**src/rtl/sbs_pkg.sv**
```systemverilog
package sbs_pkg;

  // Control word bit positions; the strobe bit is the lowest one decoded.
  localparam int STB_BIT     = 2;
  localparam int SEL_BIT     = 3;
  localparam int MODE_BIT    = 4;
  localparam int TEST_BIT    = 5;
  localparam int PRESENT_BIT = 6;
  localparam int RESET_BIT   = 7;

  localparam int NUM_CHIPS   = 2;

  // Strobes passed from control to datapath in the cycle of a write.
  typedef struct packed {
    logic latchWr;     // holding register load
    logic ctrlWr;      // control register write
    logic xferGo;      // falling strobe seen: launch a chip transfer
    logic chipIdx;     // index of the chip to pulse
    logic addrMode;    // 1 = address cycle, 0 = data cycle
    logic speechLoad;  // falling present bit seen
    logic spReset;
    logic spTest;
    logic spPresent;
  } ctrlStrobes_t;

endpackage

```
**src/rtl/sbs_ctrl.sv**
```systemverilog
module sbs_ctrl
  import sbs_pkg::*;
#(
  parameter int DATA_W = 8
) (
  input  logic                    clk,
  input  logic                    rstN,
  input  logic                    wrEn,
  input  logic                    wrSel,
  input  logic [DATA_W-1:STB_BIT] ctrlBits,
  output ctrlStrobes_t            stb
);

  logic prevStrobe;
  logic prevPresent;
  logic ctrlWr;

  assign ctrlWr = wrEn && wrSel;

  // Only the two edge-sensitive bits of the last control word are remembered.
  always_ff @(posedge clk) begin
    if (!rstN) begin
      prevStrobe  <= 1'b0;
      prevPresent <= 1'b0;
    end else if (ctrlWr) begin
      prevStrobe  <= ctrlBits[STB_BIT];
      prevPresent <= ctrlBits[PRESENT_BIT];
    end
  end

  always_comb begin
    stb            = '0;
    stb.latchWr    = wrEn && !wrSel;
    stb.ctrlWr     = ctrlWr;
    stb.xferGo     = ctrlWr && prevStrobe && !ctrlBits[STB_BIT];
    stb.chipIdx    = ctrlBits[SEL_BIT] ? 1'b0 : 1'b1;
    stb.addrMode   = ctrlBits[MODE_BIT];
    stb.speechLoad = ctrlWr && prevPresent && !ctrlBits[PRESENT_BIT];
    stb.spReset    = ctrlBits[RESET_BIT];
    stb.spTest     = ctrlBits[TEST_BIT];
    stb.spPresent  = ctrlBits[PRESENT_BIT];
  end


  first_ctrl_quiet_chk: assert property (@(posedge clk) disable iff (!rstN)
    $rose(rstN) |-> !stb.xferGo && !stb.speechLoad);

endmodule

```
**src/rtl/sbs_datapath.sv**
```systemverilog
module sbs_datapath
  import sbs_pkg::*;
#(
  parameter int DATA_W = 8
) (
  input  logic                 clk,
  input  logic                 rstN,
  input  ctrlStrobes_t         stb,
  input  logic [DATA_W-1:0]    wrData,
  output logic [NUM_CHIPS-1:0] psgStrobe,
  output logic                 psgAddrMode,
  output logic [DATA_W-1:0]    psgBus,
  output logic                 speechReset,
  output logic                 speechTest,
  output logic                 speechPresent,
  output logic                 speechLoad
);

  logic [DATA_W-1:0] latchQ;

  always_ff @(posedge clk) begin
    if (!rstN) latchQ <= '0;
    else if (stb.latchWr) latchQ <= wrData;
  end

  // One pulse register per chip.
  for (genvar c = 0; c < NUM_CHIPS; c++) begin : g_chip
    always_ff @(posedge clk) begin
      if (!rstN) psgStrobe[c] <= 1'b0;
      else       psgStrobe[c] <= stb.xferGo && (stb.chipIdx == c[0]);
    end
  end

  // Mode and bus change only with a transfer and hold between transfers.
  always_ff @(posedge clk) begin
    if (!rstN) begin
      psgAddrMode <= 1'b0;
      psgBus      <= '0;
    end else if (stb.xferGo) begin
      psgAddrMode <= stb.addrMode;
      psgBus      <= latchQ;
    end
  end

  always_ff @(posedge clk) begin
    if (!rstN) begin
      speechReset   <= 1'b0;
      speechTest    <= 1'b0;
      speechPresent <= 1'b0;
      speechLoad    <= 1'b0;
    end else begin
      speechLoad <= stb.speechLoad;
      if (stb.ctrlWr) begin
        speechReset   <= stb.spReset;
        speechTest    <= stb.spTest;
        speechPresent <= stb.spPresent;
      end
    end
  end


  psg_onehot_chk: assert property (@(posedge clk) disable iff (!rstN)
    $onehot0(psgStrobe));


  psg_single_pulse_chk: assert property (@(posedge clk) disable iff (!rstN)
    (psgStrobe != '0) |=> (psgStrobe == '0));


  psg_mode_hold_chk: assert property (@(posedge clk) disable iff (!rstN)
    (psgStrobe == '0) |-> $stable(psgAddrMode) && $stable(psgBus));


  speech_load_fall_chk: assert property (@(posedge clk) disable iff (!rstN)
    speechLoad |-> $fell(speechPresent));


  speech_fall_load_chk: assert property (@(posedge clk) disable iff (!rstN)
    $fell(speechPresent) |-> speechLoad);

endmodule

```
**src/rtl/sound_bus_strober.sv**
```systemverilog
module sound_bus_strober
  import sbs_pkg::*;
#(
  parameter int              DATA_W       = 8,
  parameter logic [DATA_W-1:0] STATUS_VALUE = 8'hC0
) (
  input  logic                 clk,
  input  logic                 rstN,
  input  logic                 wrEn,
  input  logic                 wrSel,
  input  logic [DATA_W-1:0]    wrData,
  output logic [DATA_W-1:0]    statusData,
  output logic [NUM_CHIPS-1:0] psgStrobe,
  output logic                 psgAddrMode,
  output logic [DATA_W-1:0]    psgBus,
  output logic                 speechReset,
  output logic                 speechTest,
  output logic                 speechPresent,
  output logic                 speechLoad
);

  ctrlStrobes_t stb;

  assign statusData = STATUS_VALUE;

  sbs_ctrl #(.DATA_W(DATA_W)) u_ctrl (
    .clk      (clk),
    .rstN     (rstN),
    .wrEn     (wrEn),
    .wrSel    (wrSel),
    .ctrlBits (wrData[DATA_W-1:STB_BIT]),
    .stb      (stb)
  );

  sbs_datapath #(.DATA_W(DATA_W)) u_dp (
    .clk           (clk),
    .rstN          (rstN),
    .stb           (stb),
    .wrData        (wrData),
    .psgStrobe     (psgStrobe),
    .psgAddrMode   (psgAddrMode),
    .psgBus        (psgBus),
    .speechReset   (speechReset),
    .speechTest    (speechTest),
    .speechPresent (speechPresent),
    .speechLoad    (speechLoad)
  );


  speech_reset_src_chk: assert property (@(posedge clk) disable iff (!rstN)
    $rose(speechReset) |-> $past(wrEn && wrSel && wrData[RESET_BIT]));


  latch_no_xfer_chk: assert property (@(posedge clk) disable iff (!rstN)
    (wrEn && !wrSel) |=> (psgStrobe == '0) && !speechLoad);

endmodule

```
**config.mk**
```make
export PLATFORM = sky130hd
export DESIGN_NAME = sound_bus_strober
export DESIGN_NICKNAME = d
export VERILOG_FILES = /design/src/rtl/sbs_pkg.sv /design/src/rtl/sbs_ctrl.sv /design/src/rtl/sbs_datapath.sv /design/src/rtl/sound_bus_strober.sv
export SDC_FILE = /design/constraint.sdc
export NUM_CORES = 1
export LEC_CHECK = 0
export BUFFER_PORTS_ARGS = -buffer_cell sky130_fd_sc_hd__clkbuf_2
export CORE_UTILIZATION = 40
export CTS_CLUSTER_DIAMETER = 60
export DETAILED_ROUTE_END_ITERATION = 8
export GPL_TIMING_DRIVEN = 0
export PLACE_DENSITY_LB_ADDON = 0.05
export SETUP_SLACK_MARGIN = 0.4
export SYNTH_ARGS = -nofsm -noshare
export SYNTH_HDL_FRONTEND = slang
export SYNTH_SLANG_ARGS = --single-unit
```
**constraint.sdc**
```tcl
create_clock -name clk -period 1.2 [get_ports clk]
set_clock_uncertainty 0.2 [all_clocks]
set_input_delay 0.12 -clock clk [delete_from_list [all_inputs] [get_ports clk]]
set_output_delay 0.12 -clock clk [all_outputs]
set_load 0.01 [all_outputs]
```
==> impl_metrics.env, run 1 <==
export IMPL_max_freq_ghz=0.893
export IMPL_fp_row_count=17
export IMPL_drc=0
export IMPL_routabilityCongestion=0.674
export IMPL_synth_area_leaders="dfxtp_1 (50%), mux2i_1 (8.4%), nand3_1 (6.8%)"
export IMPL_die_w_um=50.8
export IMPL_synth_seq_area_share_pct=50.5
export IMPL_required_ns=1.22
export IMPL_clkSinkCount=24
export IMPL_period_share_pct=93.3
export IMPL_avgSynthCellArea_um2=9.24
export IMPL_diodes=0
export IMPL_synth_yosys_warnings=0
export IMPL_setup_tns_final_ns=0
export IMPL_drtIter0Drc=9
export IMPL_dr_wl_met2_um=884
export IMPL_hold_slack_ns=-0.206
export IMPL_num_fill_cells=223
export IMPL_start_util_pct=42.6
export IMPL_hold_class="primary input to flip-flop"
export IMPL_grt_ovfl_total=0
export IMPL_grt_max_degree=14
export IMPL_antenna_found_initial=0
export IMPL_ys_ff_latch=24
export IMPL_cts_root_buf="clkbuf_4"
export IMPL_grt_pass1_vias=671
export IMPL_dieArea_mm2=0.00258
export IMPL_cts_path_max_buffers=2
export IMPL_status="finished with violations"
export IMPL_port_buffers=26
export IMPL_period_needed_ns=1.12
export IMPL_synthDistinctLibCells=19
export IMPL_core_mm2=0.00223
export IMPL_vias_per_cell=4.65
export IMPL_layout_nets=152
export IMPL_drv_cap=0
export IMPL_dr_max_layer_used="met4"
export IMPL_drive_gt1_share_pct=41.7
export IMPL_synth_top_cell_area_share_pct=50.5
export IMPL_wl_per_cell_um=11.2
export IMPL_syn_inst=103
export IMPL_power_density_mw_per_mm2=1090
export IMPL_worst_path_max_fanout=10
export IMPL_dr_pass1_iters=4
export IMPL_startpoint_type="flip-flop"
export IMPL_dp_cells=163
export IMPL_finalNonFillerCells=167
export IMPL_ant_nets=0
export IMPL_synthFlopType="dfxtp_1"
export IMPL_report_final_hold_viol_count=19
export IMPL_ff_latch_area_um2=497
export IMPL_vias=776
export IMPL_grt_usage_pct=15.2
export IMPL_ir_drop_mv=0.625
export IMPL_synth_edff_count=0
export IMPL_final_setup_viol_count=0
export IMPL_final_max_slew_viol_count=0
export IMPL_synth_area_leader_cell="dfxtp_1"
export IMPL_htree_levels=1
export IMPL_tritoncts="built"
export IMPL_clk_pin_slew_worst_paths_ns=0.12
export IMPL_violations="negative hold slack"
export IMPL_numCtsBuffers=3
export IMPL_grt_setup_unrepaired="yes"
export IMPL_die_y_um=50.8
export IMPL_cp_end_kind="flip-flop"
export IMPL_async_flop_share_pct=0
export IMPL_route_layer_met1_wl_um=877
export IMPL_wirelength_um=1870
export IMPL_multi_input_area_um2=403
export IMPL_io_pins=35
export IMPL_mappedNetlistArea_um2=952
export IMPL_arrival_ns=1.14
export IMPL_critPathKind="flip-flop to flip-flop"
export IMPL_hpwlAfterDp_um=1320
export IMPL_clock_latency_ns=0.31
export IMPL_grt_pass1_wl_um=2820
export IMPL_power_leakage_uw=0.000550
export IMPL_areaGrowthSynthToFinish_pct=34.7
export IMPL_route_met3_wl_um=82
## area by class of cell
class                   instances  area share (%)
clock buffers                   4            2.83
inverters                       1           0.293
repair buffers                 26            16.2
multi-input cells              70            31.4
plain buffers                  14            7.80
flip-flops and latches         24            38.7
well taps                      28            2.73
## layout by cell type (no fill, tap or decap)
cell type  count
a21boi_1       4
nor2b_1        8
mux2i_1        8
clkbuf_4       4
clkbuf_1       1
dfxtp_1       11
conb_1         8
buf_8          1
o21ai_1        9
clkbuf_2      12
clkbuf_8       1
and3_1         1
nor2b_4        1
dfxtp_2       13
inv_2          1
nand2_1       15
buf_4          9
nand4b_1       1
buf_2          3
buf_1          1
nor3_1         1
nand3_1       13
buf_6         12
nor3b_2        1
## power by group
group          internal, uW  switching [uW]  total (uW)
logic                  78.5            77.9         156
clock network           185             227         412
registers               818            11.0         829
## registers in the layout, indices dropped and copies added, names as in the netlist
signal / count
u_dp.latchQ: 8
u_dp.psgBus: 8
u_dp.psgStrobe: 2
u_ctrl.prevPresent: 1
u_ctrl.prevStrobe: 1
u_dp.psgAddrMode: 1
u_dp.speechLoad: 1
u_dp.speechReset: 1
u_dp.speechTest: 1
## path summary, 6_finish.rpt
path	startpoint	endpoint	slack (ns)	cells past startpoint
hold / removal	wrData[3]	u_dp.psgStrobe[1]	-0.21	2
setup / recovery	u_ctrl.prevStrobe	u_dp.psgStrobe[0]	0.08	4
hold reg to reg	u_dp.latchQ[7]	u_dp.psgBus[7]	0.25	2
setup reg to reg	u_ctrl.prevStrobe	u_dp.psgStrobe[0]	0.08	4
## critical path: stages (launching register included)
cell      delay [ns]
dfxtp_2         0.34
nand4b_1        0.09
buf_4           0.19
inv_2           0.03
and3_1          0.17
## metal layers
| metal | global-route usage, % | vias up |
|---|---|---|
| met4 | 8.33 | 0 |
| met5 | 0 | - |
| met1 | 18.2 | 347 |
| met3 | 3.03 | 4 |
| met2 | 25.1 | 27 |
| li1 | - | 398 |
## per-stage QoR
stage                     util (%)  area, um^2  hold WS [ns]  total power, uW  setup slack, ns
after floorplan                  -         986      -0.00926              941            0.176
after global placement        51.5        1150         0.123              989           0.0447
after detailed placement      51.5        1150         0.131              992           0.0216
after CTS                     54.0        1210        -0.217             1410           0.0727
after global routing          57.4        1280        -0.219             1470           0.0430
final                         57.4        1280        -0.206             1400           0.0799
## cell families (layout without fill, tap and decap cells)
group,after synthesis,count (layout),share of synthesized area (%)
and+or+nand+nor,41,41,22.3
DFF,24,24,50.5
buffers and inverters,15,45,10.1
AOI/OAI and AO/OA,13,13,7.88
muxes,8,8,8.41
other,2,8,0.789
## cell usage after synthesis (2+ instances only)
cell and instances:
nor2b_1 8, mux2i_1 8, a21boi_0 4, o21ai_1 9, nand3_1 13, clkbuf_1 2, dfxtp_1 24, conb_1 2
buf_2 2, nand2_1 15, buf_4 8
## what timing repair did
action	in CTS	in global routing
gates resized for setup	15	29
hold endpoints to repair	19	19
setup endpoints to repair	39	39
buffers inserted	0	0
gates cloned	0	0
pin swaps	1	2
(Power assumes the default switching activity.)
==> run 2, diff against run 1 <==
ABC_AREA = 1   (was not set)
==> impl_metrics.env, run 2 <==
export IMPL_status="finished with violations"
export IMPL_violations="negative hold slack"
export IMPL_dieArea_mm2=0.00269
export IMPL_final_max_slew_viol_count=0
export IMPL_synth_area_leaders="dfxtp_1 (48%), nor2_1 (16%), o21ai_0 (6.0%)"
export IMPL_reg2reg_depth=5
export IMPL_finish_utilization_pct=64.4
export IMPL_ff_latch_area_um2=508
export IMPL_vias_per_cell=4.34
export IMPL_clk_pin_slew_worst_paths_ns=0.14
export IMPL_dr_pass1_iters=6
export IMPL_htree_levels=1
export IMPL_worst_path_max_fanout=2
export IMPL_hold_class="primary input to flip-flop"
export IMPL_num_fill_cells=214
export IMPL_critPathMaxStageDelay_ns=0.37
export IMPL_report_final_hold_viol_count=15
export IMPL_port_buffers=26
export IMPL_syn_inst=133
export IMPL_areaGrowthSynthToFinish_pct=47.1
export IMPL_synth_area_leader_cell="dfxtp_1"
export IMPL_layout_nets=186
export IMPL_avgSynthCellArea_um2=7.49
export IMPL_power_leakage_uw=0.000677
export IMPL_worst_slack_ns=0.0879
export IMPL_antenna_found_initial=0
export IMPL_mappedNetlistArea_um2=996
export IMPL_ir_drop_mv=0.784
export IMPL_drc=0
export IMPL_io_pins=35
export IMPL_power_density_mw_per_mm2=1150
export IMPL_r2r_end="u_dp.psgBus[0]"
export IMPL_startpoint_type="flip-flop"
export IMPL_drv_cap=0
export IMPL_crit_start="u_ctrl.prevPresent"
export IMPL_grt_usage_pct=17.5
export IMPL_synth_simple_gate_area_share_pct=30.5
export IMPL_cp_num_buf_inv=1
export IMPL_critPathCapture="speechPresent"
export IMPL_final_setup_viol_count=0
export IMPL_fp_row_count=17
export IMPL_grt_ovfl_total=0
export IMPL_synthXorXnorAreaFrac_pct=0
export IMPL_clock_latency_ns=0.32
export IMPL_synth_edff_count=0
export IMPL_required_ns=0.88
export IMPL_layout_common_cells="nor2_1 (38), dfxtp_2 (19), buf_6 (15)"
export IMPL_drive_gt1_share_pct=50.3
export IMPL_synth_seq_area_share_pct=48.2
export IMPL_die_w_um=51.9
export IMPL_start_util_pct=43.8
export IMPL_critPathKind="flip-flop to output pin"
export IMPL_synth_top_cell_area_share_pct=48.2
export IMPL_arrival_ns=0.79
export IMPL_cts_path_max_buffers=2
export IMPL_r2r_setup_slack_ns=0.09
export IMPL_period_needed_ns=1.11
export IMPL_grt_pass1_vias=726
export IMPL_top_regs="u_dp.latchQ: 8 flops, u_dp.psgBus: 8 flops, u_dp.psgStrobe: 2 flops"
export IMPL_clkSinkCount=24
export IMPL_cp_depth=1
export IMPL_period_share_pct=92.7
export IMPL_synthDistinctLibCells=19
export IMPL_synthFlopType="dfxtp_1"
export IMPL_routabilityCongestion=0.691
export IMPL_path_cells="buf_6"
export IMPL_crit_slowest_cell="dfxtp_2"
export IMPL_path_delay_family="flip-flops"
export IMPL_diodes=0
export IMPL_preCtsSetupSlack_ns=0.115
export IMPL_ys_ff_latch=24
export IMPL_numCtsBuffers=3
export IMPL_hold_slack_ns=-0.225
export IMPL_grt_setup_unrepaired="yes"
export IMPL_synthMuxAreaShare_pct=0
export IMPL_yosysMostFrequentCell="nor2_1"
export IMPL_setup_tns_final_ns=0
export IMPL_hpwlAfterDp_um=1260
export IMPL_grt_max_degree=15
export IMPL_ant_nets=0
export IMPL_synth_top_family_by_area="simple AND/OR/NAND/NOR gates"
export IMPL_synthAdderAreaFrac_pct=0
export IMPL_synth_compound_area_share_pct=6.53
export IMPL_synth_yosys_warnings=0
export IMPL_cts_root_buf="clkbuf_4"
export IMPL_final_common_cell="nor2_1"
export IMPL_vias=873
export IMPL_tritoncts="built"
export IMPL_cp_end_kind="output pin"
export IMPL_drtIter0Drc=10
export IMPL_die_y_um=51.9
export IMPL_max_freq_ghz=0.899
export IMPL_core_mm2=0.00228
export IMPL_wl_per_cell_um=10.4
export IMPL_synth_commonest_cells="nor2_1 (42), dfxtp_1 (24), inv_1 (13), o21ai_0 (12), nand2_1 (11)"
export IMPL_wirelength_um=2090
export IMPL_grt_pass1_wl_um=3350
export IMPL_r2r_start="u_ctrl.prevStrobe"
export IMPL_multi_input_area_um2=497
export IMPL_async_flop_share_pct=0
run 2: cell count changes after synthesis, moves of 8 or more:
cell	change
nor2_1	+42
inv_1	+13
o21ai_0	+12
o21ai_1	-9
mux2i_1	-8
nor2b_1	-8
run 2: what timing repair did:
action,CTS,global route
endpoints found under the setup margin,27,37
gates resized for setup,20,48
buffers inserted,2,0
pin swaps,4,14
hold endpoints to repair,15,15
gates cloned,2,0
run 2: kinds of logic after synthesis:
family	count (synthesis)
flip-flops	24
buffers and inverters	26
AO/OA/AOI/OAI	13
AND/OR/NAND/NOR	68
other	2
run 2: layer usage:
metal	global-route usage [%]	vias to the layer above	wire length, um
li1	-	468	-
met1	22.0	383	991
met3	3.22	2	82
met4	8.11	0	17
met5	0	-	0
met2	28.6	20	995
run 2: where the power goes:
part	leakage [uW]	switching, uW	total [uW]	internal [uW]
combinational	0.000445	138	246	108
clock	0.0000279	251	588	338
sequential	0.000205	21.5	855	834
run 2: per-stage QoR:
step                power [uW]  hold slack, ns  std cells  instance area (um^2)
global route              1770          -0.225        201                  1470
detailed placement        1060           0.112        193                  1190
global placement          1050           0.110        193                  1190
finish                    1690          -0.225        201                  1470
CTS                       1660          -0.227        201                  1330
floorplan                  997        -0.00823        139                  1030
run 2: final cells by class:
type / instances / share of cell area (%)
clock buffer: 3 / 1.54
sequential: 24 / 34.7
inverter: 15 / 4.18
tap: 28 / 2.39
multi-input combinational: 91 / 33.9
clock inverter: 1 / 2.05
timing repair buffer: 28 / 15.7
buffer: 11 / 5.55
run 2: worst min-delay path by stage:
stage	from	to	depth (start not counted)
2_1_floorplan	wrData[3]	u_dp.psgStrobe[1]	1
3_3_place_gp	wrData[3]	u_dp.psgStrobe[1]	2
3_5_place_dp	wrData[3]	u_dp.psgStrobe[1]	2
4_1_cts	wrData[3]	u_dp.psgStrobe[1]	2
5_1_grt	wrData[3]	u_dp.psgStrobe[1]	2
6_report	wrData[3]	u_dp.psgStrobe[1]	2
==> run 3, diff against run 2 <==
SYNTH_HIERARCHICAL = 1   (was not set)
==> impl_metrics.env, run 3 <==
export IMPL_status="finished with violations"
export IMPL_violations="negative hold slack"
export IMPL_vias_per_cell=4.02
export IMPL_drv_cap=0
export IMPL_tritoncts="built"
export IMPL_grt_pass1_wl_um=3420
export IMPL_clock_latency_ns=0.31
export IMPL_synthDistinctLibCells=10
export IMPL_cp_end_kind="flip-flop"
export IMPL_ant_nets=0
export IMPL_fp_row_count=19
export IMPL_hold_slack_ns=-0.178
export IMPL_hold_class="primary input to flip-flop"
export IMPL_numCtsBuffers=3
export IMPL_areaGrowthSynthToFinish_pct=41.2
export IMPL_grt_usage_pct=14.1
export IMPL_final_max_slew_viol_count=0
export IMPL_synth_commonest_cells="nor2_1 (49), nand2_1 (43), inv_1 (28), dfxtp_1 (25), buf_4 (15)"
export IMPL_arrival_ns=1.19
export IMPL_cts_path_max_buffers=2
export IMPL_report_final_hold_viol_count=16
export IMPL_drtIter0Drc=16
export IMPL_num_fill_cells=286
export IMPL_power_uw=1520
export IMPL_avgSynthCellArea_um2=6.68
export IMPL_yosysMostFrequentCell="nor2_1"
export IMPL_grt_setup_unrepaired="yes"
export IMPL_vias=976
export IMPL_clkSinkCount=25
export IMPL_routabilityCongestion=0.716
export IMPL_ys_ff_latch=25
export IMPL_async_flop_share_pct=0
export IMPL_synth_area_leader_cell="dfxtp_1"
export IMPL_synth_seq_area_share_pct=43.8
export IMPL_grt_ovfl_total=0
export IMPL_required_ns=1.22
export IMPL_drc=0
export IMPL_port_buffers=26
export IMPL_worst_path_max_fanout=5
export IMPL_hpwlAfterDp_um=1390
export IMPL_layout_common_cells="nor2_1 (40), nand2_1 (34), inv_1 (25)"
export IMPL_die_w_um=55.4
export IMPL_ir_drop_mv=0.605
export IMPL_synth_edff_count=0
export IMPL_syn_inst=171
export IMPL_final_setup_viol_count=0
export IMPL_synth_yosys_warnings=6
export IMPL_dr_pass1_iters=4
export IMPL_dieArea_mm2=0.00307
export IMPL_antenna_found_initial=0
export IMPL_finish_utilization_pct=59.0
export IMPL_diodes=0
export IMPL_period_needed_ns=1.17
export IMPL_mappedNetlistArea_mm2=0.00114
export IMPL_grt_pass1_vias=817
export IMPL_grt_max_degree=15
export IMPL_die_y_um=55.4
export IMPL_start_util_pct=41.8
export IMPL_final_common_cell="nor2_1"
export IMPL_synthFlopType="dfxtp_1"
export IMPL_cts_root_buf="clkbuf_4"
export IMPL_power_density_mw_per_mm2=944
export IMPL_max_freq_ghz=0.856
export IMPL_core_mm2=0.00273
export IMPL_period_share_pct=97.3
export IMPL_critPathKind="flip-flop to flip-flop"
export IMPL_top_regs="u_dp/latchQ: 8 flops, u_dp/psgBus: 8 flops, u_dp/psgStrobe: 2 flops"
export IMPL_synth_top_cell_area_share_pct=43.8
export IMPL_io_pins=35
export IMPL_drive_gt1_share_pct=45.3
export IMPL_wl_per_cell_um=8.55
export IMPL_wirelength_um=2080
export IMPL_synth_area_leaders="dfxtp_1 (44%), nor2_1 (16%), nand2_1 (14%)"
export IMPL_clk_pin_slew_worst_paths_ns=0.13
export IMPL_htree_levels=1
export IMPL_layout_nets=225
export IMPL_startpoint_type="flip-flop"
export IMPL_power_leakage_uw=0.000847
==> run 3: final timing paths <==
path,start,endpoint,slack [ns],depth (start not counted)
worst max-delay path,u_ctrl/prevStrobe,u_dp/psgBus[5],0.03,6
worst min-delay path,wrData[3],u_dp/psgStrobe[0],-0.18,3
worst max register to register,u_ctrl/prevStrobe,u_dp/psgBus[5],0.03,6
worst min register to register,u_dp/latchQ[3],u_dp/latchQ[3],0.28,2
==> run 3: per-stage QoR <==
step                TNS (ns)  cells  setup WS [ns]  cell area [um^2]
floorplan                  0    177          0.140              1190
global placement      -0.914    234        -0.0887              1360
detailed placement     -1.25    234         -0.130              1360
CTS                        0    242         0.0227              1470
global route         -0.0411    243        -0.0116              1610
finish                     0    243         0.0324              1610
==> run 3: what timing repair did <==
item,4_1_cts,5_1_grt
setup endpoints to repair,29,33
pin swaps,3,15
cloned,2,0
endpoints found under the hold margin,17,15
setup buffers,2,1
resized for setup,21,51
==> run 3: routing by layer <==
| layer | global-route usage [%] | vias up | part of all wire [%] |
|---|---|---|---|
| li1 | - | 541 | - |
| met1 | 18.3 | 412 | 47 |
| met2 | 23.1 | 21 | 49 |
| met3 | 2.11 | 2 | 3.2 |
| met4 | 6.43 | 0 | 0.87 |
| met5 | 0 | - | 0 |
==> run 3: cells by family (layout without fill, tap and decap cells) <==
group / after synthesis / in the layout / synth area share [%]
AND/OR/NAND/NOR: 96 / 96 / 32.2
buffers and inverters: 48 / 83 / 23.3
flip-flops: 25 / 25 / 43.8
other: 2 / 8 / 0.657
==> run 3: worst max-delay path, stage by stage (launching register included) <==
cell	delay [ns]
dfxtp_2	0.35
inv_2	0.06
nor2_4	0.03
buf_6	0.13
buf_16	0.12
nor2_1	0.13
nor2_2	0.05
==> run 3: layout make-up <==
| class | count | area [um^2] | share of cell area (%) |
|---|---|---|---|
| timing repair buffer | 31 | 279 | 17.3 |
| sequential | 25 | 523 | 32.4 |
| inverter | 29 | 121 | 7.53 |
| clock buffer | 3 | 22.5 | 1.40 |
| tap | 31 | 38.8 | 2.40 |
| multi-input combinational | 104 | 458 | 28.4 |
| buffer | 19 | 165 | 10.2 |
| clock inverter | 1 | 5.00 | 0.310 |
==> run 3: power by group <==
part	switching [uW]	total [uW]	internal (uW)
Combinational	131	261	130
Clock	247	372	124
Sequential	20.2	890	869
Total	399	1520	1120
